<file path="src/rtl/ecu_pkg.sv">
package ecu_pkg;
  localparam int unsigned CNT_W  = 32;
  localparam int unsigned ADDR_W = 3;
  localparam int unsigned NPAIR  = 2;

  localparam logic [ADDR_W-1:0] A_CTRL = 3'd0;
  localparam logic [ADDR_W-1:0] A_STAT = 3'd1;
  localparam logic [ADDR_W-1:0] A_GP0  = 3'd2;
  localparam logic [ADDR_W-1:0] A_BUS0 = 3'd4;

  localparam int unsigned B_CHAIN = 4;
  localparam int unsigned B_WRAP  = 6;
  localparam int unsigned CTRL_W  = 7;
endpackage

</file>
<file path="src/rtl/ecu_counter.sv">
module ecu_counter #(
  parameter int unsigned W = 32
) (
  input  logic         clk_i,
  input  logic         rst_ni,
  input  logic         inc_i,
  input  logic         ld_i,
  input  logic [W-1:0] ld_val_i,
  output logic [W-1:0] val_o,
  output logic         full_o
);
  logic [W-1:0] val_q;

  always_ff @(posedge clk_i or negedge rst_ni) begin
    if (!rst_ni)    val_q <= '0;
    else if (ld_i)  val_q <= ld_val_i;
    else if (inc_i) val_q <= val_q + 1'b1;
  end

  assign val_o  = val_q;
  assign full_o = &val_q;

  p_write_prio_r9: assert property (@(posedge clk_i) disable iff (!rst_ni)
    ld_i |=> val_o == $past(ld_val_i));
  p_step_one_r2: assert property (@(posedge clk_i) disable iff (!rst_ni)
    (inc_i && !ld_i && !full_o) |=> val_o == $past(val_o) + 1'b1);
  p_wrap_zero_r6: assert property (@(posedge clk_i) disable iff (!rst_ni)
    (inc_i && !ld_i && full_o) |=> val_o == '0);
endmodule

</file>
<file path="src/rtl/ecu_pair.sv">
module ecu_pair #(
  parameter int unsigned W = 32
) (
  input  logic         clk_i,
  input  logic         rst_ni,
  input  logic         en_lo_i,
  input  logic         en_hi_i,
  input  logic         chain_i,
  input  logic         wrap_i,
  input  logic         evt_lo_i,
  input  logic         evt_hi_i,
  input  logic         ld_lo_i,
  input  logic         ld_hi_i,
  input  logic [W-1:0] ld_val_i,
  input  logic         clr_lo_i,
  input  logic         clr_hi_i,
  output logic [W-1:0] lo_o,
  output logic [W-1:0] hi_o,
  output logic         ovf_lo_o,
  output logic         ovf_hi_o
);
  logic lo_full, hi_full, lo_inc, hi_inc, lo_carry;
  logic ovf_lo_set, ovf_hi_set, ovf_lo_q, ovf_hi_q;

  // stop mode: a set flag blocks further events
  assign lo_inc   = en_lo_i & evt_lo_i & ~(~wrap_i & ovf_lo_q) & ~ld_lo_i;
  assign lo_carry = lo_inc & lo_full;

  always_comb begin
    if (chain_i) begin
      hi_inc     = lo_carry & ~ld_hi_i;
      ovf_lo_set = lo_carry & hi_full & ~ld_hi_i;
      ovf_hi_set = 1'b0;
    end else begin
      hi_inc     = en_hi_i & evt_hi_i & ~(~wrap_i & ovf_hi_q) & ~ld_hi_i;
      ovf_lo_set = lo_carry;
      ovf_hi_set = hi_inc & hi_full;
    end
  end

  ecu_counter #(.W(W)) u_lo (
    .clk_i, .rst_ni, .inc_i(lo_inc), .ld_i(ld_lo_i), .ld_val_i,
    .val_o(lo_o), .full_o(lo_full)
  );
  ecu_counter #(.W(W)) u_hi (
    .clk_i, .rst_ni, .inc_i(hi_inc), .ld_i(ld_hi_i), .ld_val_i,
    .val_o(hi_o), .full_o(hi_full)
  );

  always_ff @(posedge clk_i or negedge rst_ni) begin
    if (!rst_ni) begin
      ovf_lo_q <= 1'b0;
      ovf_hi_q <= 1'b0;
    end else begin
      ovf_lo_q <= ovf_lo_set | (ovf_lo_q & ~clr_lo_i);
      ovf_hi_q <= ovf_hi_set | (ovf_hi_q & ~clr_hi_i);
    end
  end

  assign ovf_lo_o = ovf_lo_q;
  assign ovf_hi_o = ovf_hi_q;

  p_bus_evt_ignored_r4: assert property (@(posedge clk_i) disable iff (!rst_ni)
    (chain_i && !lo_carry && !ld_hi_i) |=> $stable(hi_o));
  p_chain_carry_r3: assert property (@(posedge clk_i) disable iff (!rst_ni)
    (chain_i && lo_carry && !ld_hi_i && !hi_full) |=> hi_o == $past(hi_o) + 1'b1);
  p_no_bus_flag_r5: assert property (@(posedge clk_i) disable iff (!rst_ni)
    (chain_i && !ovf_hi_q) |=> !ovf_hi_o);
  p_stop_hold_r7: assert property (@(posedge clk_i) disable iff (!rst_ni)
    (!wrap_i && ovf_lo_q && !ld_lo_i) |=> $stable(lo_o));
  p_flag_sticky_r8: assert property (@(posedge clk_i) disable iff (!rst_ni)
    (ovf_lo_q && !clr_lo_i) |=> ovf_lo_o);
endmodule

</file>
<file path="src/rtl/evt_ctr_unit.sv">
module evt_ctr_unit
  import ecu_pkg::*;
(
  input  logic              clk_i,
  input  logic              rst_ni,
  input  logic              wr_en_i,
  input  logic [ADDR_W-1:0] addr_i,
  input  logic [CNT_W-1:0]  wdata_i,
  output logic [CNT_W-1:0]  rdata_o,
  input  logic [NPAIR-1:0]  evt_gp_i,
  input  logic [NPAIR-1:0]  evt_bus_i
);
  logic [CTRL_W-1:0] ctrl_q;
  logic [CNT_W-1:0]  gp_val  [NPAIR];
  logic [CNT_W-1:0]  bus_val [NPAIR];
  logic [NPAIR-1:0]  gp_ovf, bus_ovf;
  logic              wr_stat;

  always_ff @(posedge clk_i or negedge rst_ni) begin
    if (!rst_ni)                         ctrl_q <= '0;
    else if (wr_en_i && addr_i == A_CTRL) ctrl_q <= wdata_i[CTRL_W-1:0];
  end

  assign wr_stat = wr_en_i && addr_i == A_STAT;

  for (genvar i = 0; i < NPAIR; i++) begin : g_pair
    ecu_pair #(.W(CNT_W)) u_pair (
      .clk_i, .rst_ni,
      .en_lo_i (ctrl_q[i]),
      .en_hi_i (ctrl_q[NPAIR+i]),
      .chain_i (ctrl_q[B_CHAIN+i]),
      .wrap_i  (ctrl_q[B_WRAP]),
      .evt_lo_i(evt_gp_i[i]),
      .evt_hi_i(evt_bus_i[i]),
      .ld_lo_i (wr_en_i && addr_i == A_GP0 + ADDR_W'(i)),
      .ld_hi_i (wr_en_i && addr_i == A_BUS0 + ADDR_W'(i)),
      .ld_val_i(wdata_i),
      .clr_lo_i(wr_stat && wdata_i[i]),
      .clr_hi_i(wr_stat && wdata_i[NPAIR+i]),
      .lo_o    (gp_val[i]),
      .hi_o    (bus_val[i]),
      .ovf_lo_o(gp_ovf[i]),
      .ovf_hi_o(bus_ovf[i])
    );
  end

  always_comb begin
    rdata_o = '0;
    case (addr_i)
      A_CTRL:        rdata_o[CTRL_W-1:0]  = ctrl_q;
      A_STAT:        rdata_o[2*NPAIR-1:0] = {bus_ovf, gp_ovf};
      A_GP0:         rdata_o = gp_val[0];
      A_GP0 + 3'd1:  rdata_o = gp_val[1];
      A_BUS0:        rdata_o = bus_val[0];
      A_BUS0 + 3'd1: rdata_o = bus_val[1];
      default:       rdata_o = '0;
    endcase
  end

  p_reset_clear_r1: assert property (@(posedge clk_i) disable iff (!rst_ni)
    $rose(rst_ni) |-> ctrl_q == '0);
endmodule

</file>
<file path="config.mk">
export PLATFORM = sky130hd
export DESIGN_NAME = evt_ctr_unit
export DESIGN_NICKNAME = d
export VERILOG_FILES = /design/src/rtl/ecu_pkg.sv /design/src/rtl/ecu_counter.sv /design/src/rtl/ecu_pair.sv /design/src/rtl/evt_ctr_unit.sv
export SDC_FILE = /design/constraint.sdc
export NUM_CORES = 1
export LEC_CHECK = 0
export BUFFER_PORTS_ARGS = -buffer_cell sky130_fd_sc_hd__buf_2
export CAP_MARGIN = 5
export CORE_UTILIZATION = 61
export CTS_CLUSTER_SIZE = 20
export DETAILED_ROUTE_END_ITERATION = 8
export MAX_ROUTING_LAYER = met4
export PLACE_DENSITY = 0.81
export SYNTH_ARGS = -nofsm -noshare
export SYNTH_HDL_FRONTEND = slang
export SYNTH_HIERARCHICAL = 1
export SYNTH_SLANG_ARGS = --single-unit
</file>
<file path="constraint.sdc">
create_clock -name clk_i -period 3.1 [get_ports clk_i]
set_input_delay 0.62 -clock clk_i [delete_from_list [all_inputs] [get_ports clk_i]]
set_output_delay 0.62 -clock clk_i [all_outputs]
set_load 0.05 [all_outputs]
</file>
==> out/qor.txt <==
Detailed-routing iteration count for the pre-antenna-repair pass -> 9
Most repeated cell in the gate-level netlist after synthesis -> sky130_fd_sc_hd__dfrtp_1
Final hold violation count -> 0
Number of max-capacitance violations reported -> 0
Via density -> 6.92
End of the critical path -> g_pair[0].u_pair/u_hi/val_o[24]
Number of global-route vias before repair -> 8612
Setup skew after layout -> 0.00878 ns
Startpoint type of the worst setup path -> flip-flop
Average wire per cell in the routed design -> 21.9 um
Leak -> 4.24 nW
Reg2reg start -> g_pair[0].u_pair/u_lo/val_o[27]
Critical Path Slowest Stage Cell -> sky130_fd_sc_hd__or4_4
Highest cell delay on the worst timing path -> 0.58 ns
Unrepaired setup endpoints after global routing -> no
Global placement routability congestion -> 0.986
Synth Net Count -> 1097
Number of gates on the worst path with buffers counted -> 10
Power per cell area -> 678 nW/um^2
Post-synthesis cell area -> 9240 sq um
Half-perimeter wire length after detailed placement -> 20.3 mm
Largest cells by area after synthesis -> sky130_fd_sc_hd__dfrtp_1 38%, sky130_fd_sc_hd__mux2i_1 7.4%, sky130_fd_sc_hd__a31oi_1 5.1%
Setup Crit Path Kind -> flip-flop to flip-flop
Die outline area -> 15600 sq um
Post-CTS Setup Inserts -> 0
Netlist cell types -> 46
Number of gates resized after CTS -> 0
Slack of the worst reg-to-reg path -> 0.17 ns
CTS HTree Levels -> 4
Dominant cell type by area after synthesis -> sky130_fd_sc_hd__dfrtp_1
Number of synthesized flops with an enable pin -> 0
Fraction of final layout cells with drive strength greater than 1 -> 18.6%
Number of vias after detailed routing -> 9189
Launch point of the critical path -> g_pair[0].u_pair/u_lo/val_o[27]
Hold-fix buffers, CTS -> 0
Die Span Y -> 125 um
Avg Inst Size Synth -> 8.79 sq um
Area of placed instances -> 9990 sq um
Root buffer selected by CTS -> sky130_fd_sc_hd__clkbuf_16
Warnings, synthesis -> 6
Core area -> 14600 sq um
Cell depth of the worst flop-to-flop path -> 10
Transition time of the tightest slew-check pin -> 1.16 ns
Post-route DRC violation count -> 12
Final sum of negative setup slack -> 0 ns
Num Clock Sinks -> 139
Top Ports -> 74
CP delay by family, top -> simple AND/OR/NAND/NOR gates
Clk Latency, worst-skew pair -> 0.43 ns
Element type at the critical path end -> flip-flop
Die Width -> 125 um
Net count, final -> 1177
Kind of path behind the tightest hold check -> input pin to asynchronous set/reset pin
Final setup violation count -> 0
Most common library cells after synthesis -> 139 x sky130_fd_sc_hd__dfrtp_1, 103 x sky130_fd_sc_hd__nand2_1, 82 x sky130_fd_sc_hd__o21ai_0, 81 x sky130_fd_sc_hd__nor2_1, 76 x sky130_fd_sc_hd__a31oi_1
CP Max Fanout -> 14
Status -> finished with violations
Destination of the worst register-to-register timing path -> g_pair[0].u_pair/u_hi/val_o[24]
GRT Overall Usage -> 39.3%
Deepest clock path buffer count -> 2
Fin area -> 10700 sq um
Antenna diode count -> 0
Violated checks -> DRC
Minimum clock period after layout -> 2.93 ns
Number of antenna violations at the first check in global routing -> 0
Ys flop type -> sky130_fd_sc_hd__dfrtp_1
Pin count of the biggest net entering global routing -> 70
Synth Register Bits -> 139
CTS tree -> done
Headroom to the max-slew limit -> 22.5%
Required arrival time at the worst endpoint -> 3.45 ns
Cell breakdown of the critical path -> nand4_2 -> or4_4 -> nor3_1 -> buf_4 -> a41o_2 -> buf_4 -> nand4_1 -> buf_4 -> or3_2 -> a31oi_1
Yosys top cell area share -> 37.7%
Layout fillers -> 1131
P&R area growth vs syn -> 15.4%
Final Max Tran Viols -> 0
Routed Wire Length -> 29.1 mm
CP Data Arrival Time -> 3.29 ns
Max frequency -> 0.341 GHz
Initial cell density of the core -> 63.1%
Worst supply voltage drop on vdd -> 536 uV
Number of buffers inserted by port buffering -> 73
Share of async-settable or async-resettable flops after synthesis -> 100%
Global-route congestion overflow total -> 0
Cell count after synthesis -> 1051
CP most frequent cell -> sky130_fd_sc_hd__buf_4
First-pass GRT wire length -> 46.3 mm
Number of DRC markers after the initial detailed-route iteration -> 922
Register area share after synthesis -> 37.7%
ANT nets after route -> 0
Number of core rows -> 44
Worst path bufs/invs -> 3
Number of clock buffers inserted by TritonCTS -> 17
Clock-pin slew of the registers on the worst-case setup and hold paths -> 0.06 ns
Portion of the clock cycle consumed by the worst path in the final layout -> 94.6%
[registers in the layout (all words and copies together) (netlist names)]
| register | flops |
|---|---|
| g_pair.u_pair/ovf_lo_o | 2 |
| g_pair.u_pair/u_hi/val_o | 64 |
| ctrl_q | 7 |
| g_pair.u_pair/ovf_hi_o | 2 |
| g_pair.u_pair/u_lo/val_o | 64 |
[where the power goes]
part	total, W	switching (W)	internal [W]
Combinational	0.00205	0.00125	0.000794
Sequential	0.00286	0.000606	0.00225
Clock	0.00232	0.000807	0.00151
Total	0.00722	0.00267	0.00456
[cells by family (layout without fill, tap and decap cells)]
group	count (synthesis)	count (layout)	share of synthesized area, %
adder cells (fa/ha/maj)	4	4	0.542
flip-flops	139	139	37.7
multiplexers	77	77	8.47
AND/OR/NAND/NOR	432	432	26.2
XOR/XNOR	48	48	4.55
buffers and inverters	100	193	5.28
AO/OA/AOI/OAI	251	251	17.3
[layout make-up]
class                   instances  area [sq um]  share of cell area, %
clock buffers                  21           480                   4.51
clock inverters                11           189                   1.77
inverters                      23          86.3                  0.810
multi-input cells             812          5280                   49.5
flip-flops and latches        139          3480                   32.6
well taps                     184           230                   2.16
repair buffers                138           912                   8.56
[cells in the final DEF (no fill, tap or decap), types with 5 or more instances in the layout]
| master | count |
|---|---|
| sky130_fd_sc_hd__mux2i_1 | 68 |
| sky130_fd_sc_hd__dfrtp_1 | 139 |
| sky130_fd_sc_hd__and2_1 | 16 |
| sky130_fd_sc_hd__o31ai_1 | 48 |
| sky130_fd_sc_hd__buf_2 | 71 |
| sky130_fd_sc_hd__clkbuf_16 | 17 |
| sky130_fd_sc_hd__bufinv_16 | 5 |
| sky130_fd_sc_hd__or3_1 | 26 |
| sky130_fd_sc_hd__or4_1 | 44 |
| sky130_fd_sc_hd__inv_1 | 23 |
| sky130_fd_sc_hd__o221ai_1 | 6 |
| sky130_fd_sc_hd__buf_4 | 62 |
| sky130_fd_sc_hd__o21ai_0 | 82 |
| sky130_fd_sc_hd__xnor2_1 | 8 |
| sky130_fd_sc_hd__nor2_1 | 80 |
| sky130_fd_sc_hd__and3_1 | 14 |
| sky130_fd_sc_hd__nor3_1 | 5 |
| sky130_fd_sc_hd__and4_1 | 24 |
| sky130_fd_sc_hd__nand3_1 | 36 |
| sky130_fd_sc_hd__mux2_2 | 9 |
| sky130_fd_sc_hd__o22ai_1 | 25 |
| sky130_fd_sc_hd__nand2_1 | 103 |
| sky130_fd_sc_hd__nand4_1 | 48 |
| sky130_fd_sc_hd__xor2_1 | 40 |
| sky130_fd_sc_hd__a31oi_1 | 76 |
[per-layer routing]
layer / up-vias / part of all wire [%] / track usage, %
met5: - / 0 / -
met4: 0 / 5.3 / 20.9
met3: 115 / 9.6 / 7.15
met2: 569 / 46 / 60.9
met1: 4346 / 39 / 49.2
li1: 4159 / - / -
[per-stage QoR]
stage	worst slack, ns	total power [W]	hold WS, ns	util, %	std cells
floorplan	0.182	0.00403	0.324	-	1051
global placement	0.293	0.00477	0.518	68.2	1296
detailed placement	0.216	0.00484	0.528	68.2	1296
CTS	0.199	0.00716	0.167	72.8	1328
global route	0.0552	0.00753	0.190	72.8	1328
finish	0.166	0.00722	0.146	72.8	1328
[worst min-delay path by stage]
stage | endpoint | depth (start not counted) | slack [ns] | startpoint
after global placement | ctrl_q[3] | 1 | 0.52 | ctrl_q[3]
after floorplan | ctrl_q[0] | 0 | 0.32 | rst_ni
after CTS | g_pair[0].u_pair/u_hi/val_o[22] | 1 | 0.17 | rst_ni
final | g_pair[0].u_pair/u_hi/val_o[22] | 1 | 0.15 | rst_ni
after global routing | g_pair[0].u_pair/u_hi/val_o[22] | 1 | 0.19 | rst_ni
after detailed placement | ctrl_q[3] | 1 | 0.53 | ctrl_q[3]
(Power assumes the default switching activity.)
